--- config.mk ---
export PLATFORM = sky130hd
export DESIGN_NAME = irq_level_ctrl
export DESIGN_NICKNAME = d
export VERILOG_FILES = /design/src/rtl/irq_level_pkg.sv /design/src/rtl/ilc_level_regs.sv /design/src/rtl/ilc_arbiter.sv /design/src/rtl/ilc_vec_gen.sv /design/src/rtl/irq_level_ctrl.sv
export SDC_FILE = /design/constraint.sdc
export NUM_CORES = 1
export LEC_CHECK = 0
export ABC_AREA = 1
export BUFFER_PORTS_ARGS = -buffer_cell sky130_fd_sc_hd__buf_2
export CORE_ASPECT_RATIO = 1.25
export CORE_MARGIN = 4
export CORE_UTILIZATION = 38
export DETAILED_ROUTE_END_ITERATION = 8
export GPL_ROUTABILITY_DRIVEN = 0
export PLACE_DENSITY_LB_ADDON = 0.12
export SLEW_MARGIN = 5
export SYNTH_ARGS = -nofsm -noshare
export SYNTH_HDL_FRONTEND = slang
export SYNTH_SLANG_ARGS = --single-unit
--- constraint.sdc ---
create_clock -name clk -period 13.2 [get_ports clk]
set_input_delay 1.32 -clock clk [delete_from_list [all_inputs] [get_ports clk]]
set_output_delay 1.32 -clock clk [all_outputs]
set_load 0.02 [all_outputs]
--- src/rtl/irq_level_pkg.sv ---
package irq_level_pkg;

  localparam int unsigned DEF_NUM_REQ = 24;
  localparam int unsigned DEF_LVL_W   = 2;
  localparam int unsigned DEF_FIELDS  = 4;
  localparam int unsigned DEF_ADDR_W  = 16;
  localparam logic [31:0] DEF_VEC_TOP = 32'h0000_FFFA;
  localparam int unsigned DEF_VEC_STEP = 2;

  // Vector address of request id: descends from the top entry by a fixed step
  function automatic logic [31:0] vec_of(input logic [31:0] top,
                                         input int unsigned id,
                                         input int unsigned step);
    return top - 32'(id * step);
  endfunction

  // A request level passes the CPU mask only if it is strictly more urgent
  function automatic logic lvl_beats(input int unsigned req_lvl,
                                     input int unsigned cur_lvl);
    return req_lvl < cur_lvl;
  endfunction

endpackage

--- src/rtl/ilc_level_regs.sv ---
module ilc_level_regs #(
  parameter int unsigned NUM_REGS = 6,
  parameter int unsigned REG_W    = 8,
  parameter int unsigned SEL_W    = 3
) (
  input  logic                      clk,
  input  logic                      rst_n,
  input  logic                      cfg_we,
  input  logic [SEL_W-1:0]          cfg_sel,
  input  logic [REG_W-1:0]          cfg_wdata,
  output logic [NUM_REGS*REG_W-1:0] lvl_flat
);

  for (genvar r = 0; r < NUM_REGS; r++) begin : g_reg
    logic [REG_W-1:0] q;
    always_ff @(posedge clk or negedge rst_n) begin
      if (!rst_n)                                  q <= '1;
      else if (cfg_we && (cfg_sel == SEL_W'(r)))   q <= cfg_wdata;
    end
    assign lvl_flat[r*REG_W +: REG_W] = q;
  end


  bad_sel_ignored_chk: assert property (@(posedge clk) disable iff (!rst_n)
    (cfg_we && (32'(cfg_sel) >= NUM_REGS)) |=> $stable(lvl_flat));

endmodule

--- src/rtl/ilc_arbiter.sv ---
module ilc_arbiter
  import irq_level_pkg::*;
#(
  parameter int unsigned       NUM_REQ     = 24,
  parameter int unsigned       LVL_W       = 2,
  parameter int unsigned       ID_W        = 5,
  parameter logic [NUM_REQ-1:0] UNUSED_MASK = '0
) (
  input  logic [NUM_REQ-1:0]       irq_req,
  input  logic [NUM_REQ*LVL_W-1:0] lvl_flat,
  input  logic                     cpu_ie,
  input  logic [LVL_W-1:0]         cpu_lvl,
  output logic                     any,
  output logic [ID_W-1:0]          best_id,
  output logic [LVL_W-1:0]         best_lvl
);

  logic [NUM_REQ-1:0] elig;

  for (genvar g = 0; g < NUM_REQ; g++) begin : g_elig
    logic [LVL_W-1:0] my_lvl;
    assign my_lvl  = lvl_flat[g*LVL_W +: LVL_W];
    assign elig[g] = irq_req[g] && !UNUSED_MASK[g] && cpu_ie &&
                     lvl_beats(int'(my_lvl), int'(cpu_lvl));
  end

  // Ascending scan: a later request replaces the holder only on a strictly
  // better level, so equal levels keep the lowest number.
  always_comb begin
    any      = 1'b0;
    best_id  = '0;
    best_lvl = '1;
    for (int i = 0; i < NUM_REQ; i++) begin
      if (elig[i] && (!any || (lvl_flat[i*LVL_W +: LVL_W] < best_lvl))) begin
        any      = 1'b1;
        best_id  = ID_W'(i);
        best_lvl = lvl_flat[i*LVL_W +: LVL_W];
      end
    end
  end

endmodule

--- src/rtl/ilc_vec_gen.sv ---
module ilc_vec_gen
  import irq_level_pkg::*;
#(
  parameter int unsigned ID_W     = 5,
  parameter int unsigned ADDR_W   = 16,
  parameter logic [31:0] VEC_TOP  = 32'h0000_FFFA,
  parameter int unsigned VEC_STEP = 2
) (
  input  logic [ID_W-1:0]   id,
  output logic [ADDR_W-1:0] vec
);

  logic [31:0] full;
  assign full = vec_of(VEC_TOP, int'(id), VEC_STEP);
  assign vec  = full[ADDR_W-1:0];

endmodule

--- src/rtl/irq_level_ctrl.sv ---
module irq_level_ctrl
  import irq_level_pkg::*;
#(
  parameter int unsigned        NUM_REQ     = DEF_NUM_REQ,
  parameter int unsigned        LVL_W       = DEF_LVL_W,
  parameter int unsigned        FIELDS      = DEF_FIELDS,
  parameter int unsigned        ADDR_W      = DEF_ADDR_W,
  parameter logic [31:0]        VEC_TOP     = DEF_VEC_TOP,
  parameter int unsigned        VEC_STEP    = DEF_VEC_STEP,
  parameter logic [NUM_REQ-1:0] UNUSED_MASK = 24'h22_0800,
  localparam int unsigned REG_W    = FIELDS * LVL_W,
  localparam int unsigned NUM_REGS = NUM_REQ / FIELDS,
  localparam int unsigned SEL_W    = (NUM_REGS > 1) ? $clog2(NUM_REGS) : 1,
  localparam int unsigned ID_W     = (NUM_REQ > 1) ? $clog2(NUM_REQ) : 1
) (
  input  logic                clk,
  input  logic                rst_n,
  input  logic [NUM_REQ-1:0]  irq_req,
  input  logic                cfg_we,
  input  logic [SEL_W-1:0]    cfg_sel,
  input  logic [REG_W-1:0]    cfg_wdata,
  input  logic                cpu_ie,
  input  logic [LVL_W-1:0]    cpu_lvl,
  input  logic                ack,
  output logic                take,
  output logic [ID_W-1:0]     win_id,
  output logic [ADDR_W-1:0]   win_vec,
  output logic                lvl_load,
  output logic [LVL_W-1:0]    new_lvl
);

  logic [NUM_REQ*LVL_W-1:0] lvl_flat;
  logic                     arb_any;
  logic [ID_W-1:0]          arb_id;
  logic [LVL_W-1:0]         arb_lvl;
  logic [ADDR_W-1:0]        arb_vec;
  logic [LVL_W-1:0]         win_lvl_q;
  logic                     ack_hit;

  ilc_level_regs #(
    .NUM_REGS (NUM_REGS),
    .REG_W    (REG_W),
    .SEL_W    (SEL_W)
  ) u_regs (
    .clk       (clk),
    .rst_n     (rst_n),
    .cfg_we    (cfg_we),
    .cfg_sel   (cfg_sel),
    .cfg_wdata (cfg_wdata),
    .lvl_flat  (lvl_flat)
  );

  ilc_arbiter #(
    .NUM_REQ     (NUM_REQ),
    .LVL_W       (LVL_W),
    .ID_W        (ID_W),
    .UNUSED_MASK (UNUSED_MASK)
  ) u_arb (
    .irq_req  (irq_req),
    .lvl_flat (lvl_flat),
    .cpu_ie   (cpu_ie),
    .cpu_lvl  (cpu_lvl),
    .any      (arb_any),
    .best_id  (arb_id),
    .best_lvl (arb_lvl)
  );

  ilc_vec_gen #(
    .ID_W     (ID_W),
    .ADDR_W   (ADDR_W),
    .VEC_TOP  (VEC_TOP),
    .VEC_STEP (VEC_STEP)
  ) u_vec (
    .id  (arb_id),
    .vec (arb_vec)
  );

  // Presentation stage
  always_ff @(posedge clk or negedge rst_n) begin
    if (!rst_n) begin
      take      <= 1'b0;
      win_id    <= '0;
      win_vec   <= '0;
      win_lvl_q <= '1;
    end else begin
      take      <= arb_any;
      win_id    <= arb_id;
      win_vec   <= arb_vec;
      win_lvl_q <= arb_lvl;
    end
  end

  // Acknowledge: hand the presented level back to the CPU
  assign ack_hit = ack && take;

  always_ff @(posedge clk or negedge rst_n) begin
    if (!rst_n) begin
      lvl_load <= 1'b0;
      new_lvl  <= '1;
    end else begin
      lvl_load <= ack_hit;
      if (ack_hit) new_lvl <= win_lvl_q;
    end
  end

  // Checker state: request lines as seen at the previous edge
  logic [NUM_REQ-1:0] req_prev;
  always_ff @(posedge clk or negedge rst_n) begin
    if (!rst_n) req_prev <= '0;
    else        req_prev <= irq_req;
  end


  take_needs_ie_chk: assert property (@(posedge clk) disable iff (!rst_n)
    take |-> $past(cpu_ie));


  take_below_cur_chk: assert property (@(posedge clk) disable iff (!rst_n)
    take |-> (win_lvl_q < $past(cpu_lvl)));


  unused_never_wins_chk: assert property (@(posedge clk) disable iff (!rst_n)
    take |-> !UNUSED_MASK[win_id]);


  winner_pending_chk: assert property (@(posedge clk) disable iff (!rst_n)
    take |-> req_prev[win_id]);


  load_after_ack_chk: assert property (@(posedge clk) disable iff (!rst_n)
    lvl_load |-> ($past(ack) && $past(take)));


  load_level_chk: assert property (@(posedge clk) disable iff (!rst_n)
    lvl_load |-> (new_lvl == $past(win_lvl_q)));


  vec_even_chk: assert property (@(posedge clk) disable iff (!rst_n)
    take |-> (win_vec[0] == 1'b0));

endmodule

==> impl_metrics.csv, run 1 <==
group,metric,value,unit
floorplan,die_y,131.7,µm
floorplan,top_level_ports,67,
clock_network,clock-sinks,59,
power,report.power.total,0.9420,mW
floorplan,core_area,11780,µm²
yosys,syn-instance-count,716,
floorplan,start_util,39.50,%
worst_setup_path,path_delay_family,"simple AND/OR/NAND/NOR gates",
final_layout,final_nets,837,
yosys,synth_most_common_cell,"nand2_1",
worst_setup_path,crit_top_cell,"nand2_1",
route,drc,0,
clock_network,clk_latency,0.33,ns
route,drtAntennaViolNets,0,
yosys,synth_warnings,0,
timing,fin_crit_sh,86.43,%
final_layout,syn_to_final_growth,15.92,%
worst_setup_path,crit_arrival,11.67,ns
route,routed_wl,12120,µm
global_routing,grt_overflow_total,0,
final_layout,final_area,5394,µm²
yosys,yosysTopAreaCell,"dfstp_2",
worst_setup_path,slowest_delay,0.28,ns
clock_network,postCtsHoldBufs,0,
hold_path,hp-class,"flop to flop",
clock_network,cts_setup_buffers,0,
route,drt_iter0_markers,138,
timing,setup_tns,0,ns
power,p_leak,3.053,nW
power,peakVddDrop,0.00006721,V
worst_setup_path,rr_worst_depth,121,
route,routed_via_density,4.753,
clock_network,cts-root-buf,"clkbuf_16",
yosys,yosysSeqAreaShare,32.97,%
power,p_per_area,174.6,nW/µm²
job,maxCapViolCount,0,
clock_network,cts_resized,0,
worst_setup_path,crit_buf_inv,4,
yosys,yosys-top-cells-area,"dfstp_2, nand2_1, inv_1",
floorplan,dieArea,14090,µm²
floorplan,rows,44,
final_layout,layout-drive-gt1-share,22.65,%
yosys,async_flop_share,100.0,%
worst_setup_path,worstSetupPathType,"input pin to flop",
worst_setup_path,start_kind,"input pin",
yosys,synth-edff-count,0,
global_routing,antenna_found_initial,0,
floorplan,die_x,107.0,µm
timing,grt_setup_unrepaired,"no",
timing,finalCriticalPeriod,11.41,ns
timing,slew_headroom,49.33,%
clock_network,numCtsBuffers,9,
place,postPlaceCellArea,5067,µm²
clock_network,cts_buffer_depth,2,
timing,worst_clock_skew,0.008024,ns
yosys,synth_area,4653,µm²
worst_setup_path,crit_fanout,11,
timing,setup_slack,1.792,ns
yosys,synth_common_cells,"nand2_1, inv_1, o21ai_0",
yosys,ys_seq_elements,59,
place,dp_hpwl,9106,µm
timing,final_hold_viol_count,0,
global_routing,grt_use_total,17.75,%
timing,setup_violations,0,
worst_setup_path,required,13.46,ns
timing,slew_viol_final,0,
route,drt-pass1-iter-count,5,
timing,tightest_slew,0.7600,ns
worst_setup_path,crit_path_end_kind,"flop",
global_routing,grt_pass1_wl,20020,µm
worst_setup_path,timing.critical_path.slowest_stage_cell,"o22ai_1",
route,wl_per_cell,12.92,µm
place,pre_cts_ws,1.324,ns
place,portBuffers,62,
route,vias,4458,
timing,fmax,87.66,MHz
yosys,synth_area_per_cell,6.499,µm²
worst_setup_path,cp_num_cells,123,
final_layout,num_antenna_cells,0,
clock_network,cts.clk_slew.worst_paths,0.05,ns
yosys,synth_top_area_share,25.97,%
global_routing,grt_pass1_vias,4300,
status,status,"finished clean",
global_routing,grt_max_degree,60,
clock_network,cts-htree-levels,3,
hold_path,whs_path_depth,2,
yosys,ys_types,28,
yosys,synthFlopType,"dfstp_2",
clock_network,cts_tree,"yes",
==> worst min-delay path, delay by kind of cell, from the launching register on <==
family / cells / cell delay, ns
flip-flops: 1 / 0.36
AND/OR/NAND/NOR: 2 / 0.09
==> cell type report <==
type,count,area (µm²)
timing repair buffer,65,335.3
sequential,59,1534
clock inverter,6,62.56
clock buffer,10,250.2
multi-input combinational,487,2447
fill,1279,6387
tap,161,201.4
inverter,150,563.0
==> routing by layer <==
| metal | track usage (%) | wire length, µm | up-vias |
|---|---|---|---|
| met5 | 0 | 0 | - |
| met4 | 7.960 | 392 | 0 |
| met3 | 3.042 | 382 | 23 |
| met2 | 32.11 | 6158 | 85 |
| met1 | 20.12 | 5184 | 2016 |
| li1 | - | - | 2334 |
==> metrics by stage <==
stage	util, %	hold slack [ns]	cells
floorplan	-	0.4325	717
global placement	43.01	0.4394	922
detailed placement	43.01	0.4525	922
CTS	45.67	0.4606	938
global route	45.78	0.4721	938
finish	45.78	0.4539	938
==> logic make-up after synthesis <==
kind of cell	synth area share, %
AO/OA/AOI/OAI	9.922
AND/OR/NAND/NOR	36.00
flip-flops	32.97
buffers and inverters	14.76
adder cells (fa/ha/maj)	6.185
other	0.1614
==> report_power, final <==
part	internal (mW)	switching, mW
logic	0.146	0.272
registers	0.249	0.0330
clock network	0.157	0.0857
total	0.551	0.391
==> layout by cell type, fill, tap and decap left out, drive strengths merged <==
master,netlist,layout
o22ai,1,1
clkinvlp,0,3
nand2,242,242
dfstp,46,46
clkbuf,10,11
dfrtp,13,13
a32oi,2,2
o211ai,2,2
o21ai,71,71
clkinv,0,2
conb,2,3
a21oi,8,8
nor3,2,2
ha,23,23
nand3,61,61
inv,150,150
nand4,21,21
bufinv,0,1
o21a,1,1
nor2,48,48
buf,11,64
o311ai,1,1
a22oi,1,1
==> state kept, by name (all words and copies together), names as in the netlist <==
name	flops
win_vec	6
win_id	5
take	1
win_lvl_q	2
u_regs.g.q	42
new_lvl	2
lvl_load	1
==> worst paths after layout <==
check                                     start     endpoint  slack (ns)
setup / recovery                     cpu_lvl[1]   win_vec[4]        1.79
hold / removal                     win_lvl_q[0]   new_lvl[0]        0.45
setup reg to reg           u_regs.g_reg[0].q[1]   win_vec[4]        2.50
hold reg to reg                    win_lvl_q[0]   new_lvl[0]        0.45
max in group asynchronous                 rst_n  win_vec[14]       11.58
min in group asynchronous                 rst_n     lvl_load        1.15
Power figures use the tool's default switching activity.
==> inputs of run 2 (changes only) <==
Settings changed: CORE_UTILIZATION 38 to 58, SLEW_MARGIN 5 to 40.
Clock period 13.2 ns to 11.44 ns, I/O delays scaled along.
==> run 2 against run 1 <==
Compared with the run above:
- power is 21% higher
- clock power fell by 21%
- clock skew increased by 0.0048 ns
- global-route usage up 7.3 points
- final cell count shrank 3.5%
- sequential cell count is the same
==> impl_metrics.csv, run 2 (same netlist as run 1, synthesis figures left out) <==
group,metric,value,unit
floorplan,start_util,59.71,%
clock_network,cts_tree,"yes",
route,drc,0,
route,route.met3.wl,642,µm
clock_network,postCtsHoldBufs,0,
worst_setup_path,worstSetupPathType,"input pin to flop",
global_routing,grt_overflow_total,0,
hold_path,hp-class,"flop to flop",
worst_setup_path,start_kind,"input pin",
floorplan,core_area,7792,µm²
timing,setup_tns,0,ns
clock_network,cts-htree-levels,3,
final_layout,final_nets,870,
clock_network,clk_latency,0.34,ns
global_routing,antenna_found_initial,0,
clock_network,cts_buffer_depth,2,
timing,slew_headroom,50.05,%
worst_setup_path,crit_fanout,6,
route,routed_via_density,5.287,
route,vias,4785,
clock_network,cts.clk_slew.worst_paths,0.07,ns
route,wl_per_cell,13.66,µm
place,portBuffers,62,
final_layout,layout_commonest_cell,"nand2_1",
route,routed_wl,12370,µm
timing,setup_violations,0,
worst_setup_path,crit_path_end_kind,"flop",
clock_network,numCtsBuffers,9,
worst_setup_path,crit_top_cell,"nand2_2",
timing,fin_crit_sh,98.43,%
floorplan,dieArea,9529,µm²
final_layout,num_antenna_cells,0,
global_routing,grt_pass1_vias,4302,
route,drtAntennaViolNets,0,
global_routing,grt_max_degree,60,
route,routed.top_layer,"met4",
final_layout,largest_register_ffs,42,
final_layout,final_area,5793,µm²
timing,tightest_slew,0.7492,ns
power,report.power.total,1.139,mW
timing,grt_setup_unrepaired,"yes",
route,drt-pass1-iter-count,5,
route,drt_iter0_markers,181,
worst_setup_path,crit_buf_inv,5,
worst_setup_path,crit_arrival,11.49,ns
timing,finalCriticalPeriod,11.26,ns
final_layout,syn_to_final_growth,24.50,%
final_layout,layout-drive-gt1-share,34.32,%
timing,final_hold_viol_count,0,
floorplan,rows,36,
timing,setup_slack,0.1798,ns
clock_network,clock-sinks,59,
final_layout,top_regs,"u_regs.g.q: 42 flops, win_vec: 6 flops, win_id: 5 flops",
place,pre_cts_ws,-0.1762,ns
global_routing,grt_pass1_wl,18740,µm
worst_setup_path,slowest_delay,0.26,ns
status,status,"finished clean",
power,p_leak,3.204,nW
power,peakVddDrop,0.0001349,V
timing,slew_viol_final,0,
place,postPlaceCellArea,5000,µm²
clock_network,cts-root-buf,"clkbuf_8",
power,p_per_area,196.6,nW/µm²
route,wl_met2,6253,µm
floorplan,die_x,88.12,µm
global_routing,grt_use_total,25.09,%
worst_setup_path,timing.critical_path.slowest_stage_cell,"ha_4",
timing,fmax,88.81,MHz
worst_setup_path,path_delay_family,"simple AND/OR/NAND/NOR gates",
floorplan,die_y,108.1,µm
final_layout,layout_common_cells,"nand2_1, inv_1, nand2_2, o21ai_0, buf_2",
floorplan,top_level_ports,67,
timing,worst_clock_skew,0.01287,ns
final_layout,largest-register,"u_regs.g.q",
place,dp_hpwl,8429,µm
route,wl_met1,4988,µm
job,maxCapViolCount,0,
worst_setup_path,required,11.67,ns
-- run 2: cell count changes in the layout (fill, tap and decap cells not counted), sizes merged --
cell and change:
buf +33, clkinvlp -2, nand2 +1, clkinv +1
-- run 2: area by class of cell --
class                      instances  area [µm²]
multi-input combinational        488        2781
fill                             601        1999
sequential                        59        1534
timing repair buffer              97       589.3
inverter                         150       575.6
clock buffer                      11       141.4
tap                               95       118.9
clock inverter                     5       52.55
-- run 2: worst paths after layout --
check                           cells after the start          to            startpoint  slack [ns]
min in group asynchronous                           2  win_vec[3]                 rst_n        0.96
worst max register to register                    123  win_vec[4]  u_regs.g_reg[0].q[1]        0.55
worst max-delay path                              125  win_vec[4]            cpu_lvl[1]        0.18
worst min-delay path                                2  new_lvl[1]          win_lvl_q[1]        0.46
worst min register to register                      2  new_lvl[1]          win_lvl_q[1]        0.46
max in group asynchronous                           2  win_vec[6]                 rst_n        9.99
-- run 2: worst register-to-register path, delay by kind of cell (launching register included) --
| family | cells | cell delay, ns |
|---|---|---|
| buffers and inverters | 2 | 0.16 |
| flip-flops | 1 | 0.61 |
| adder cells (fa/ha/maj) | 3 | 0.65 |
| AND/OR/NAND/NOR | 116 | 9.12 |
| AO/OA/AOI/OAI | 2 | 0.24 |
-- run 2: report_power, final --
part	switching [mW]	internal [mW]	leakage (nW)
clock network	0.0867	0.106	0.0991
logic	0.380	0.238	2.47
registers	0.0407	0.287	0.631
-- run 2: metrics by stage --
| stage | std cells | hold slack, ns | utilization (%) |
|---|---|---|---|
| 6_report | 905 | 0.4551 | 74.34 |
| 5_1_grt | 905 | 0.4785 | 74.34 |
| 4_1_cts | 874 | 0.4582 | 66.65 |
| 3_5_place_dp | 858 | 0.4480 | 64.16 |
| 3_3_place_gp | 858 | 0.4430 | 64.16 |
| 2_1_floorplan | 717 | 0.4325 | - |
-- run 2: routing by layer --
layer	vias up	global-route usage, %
met3	45	3.506
li1	2402	-
met5	-	0
met4	0	10.80
met2	148	44.72
met1	2190	29.67
-- run 2: repair_timing --
action / 4_1_cts / 5_1_grt
buffers inserted: 0 / 30
setup endpoints to repair: 0 / 11
resized for setup: 0 / 103
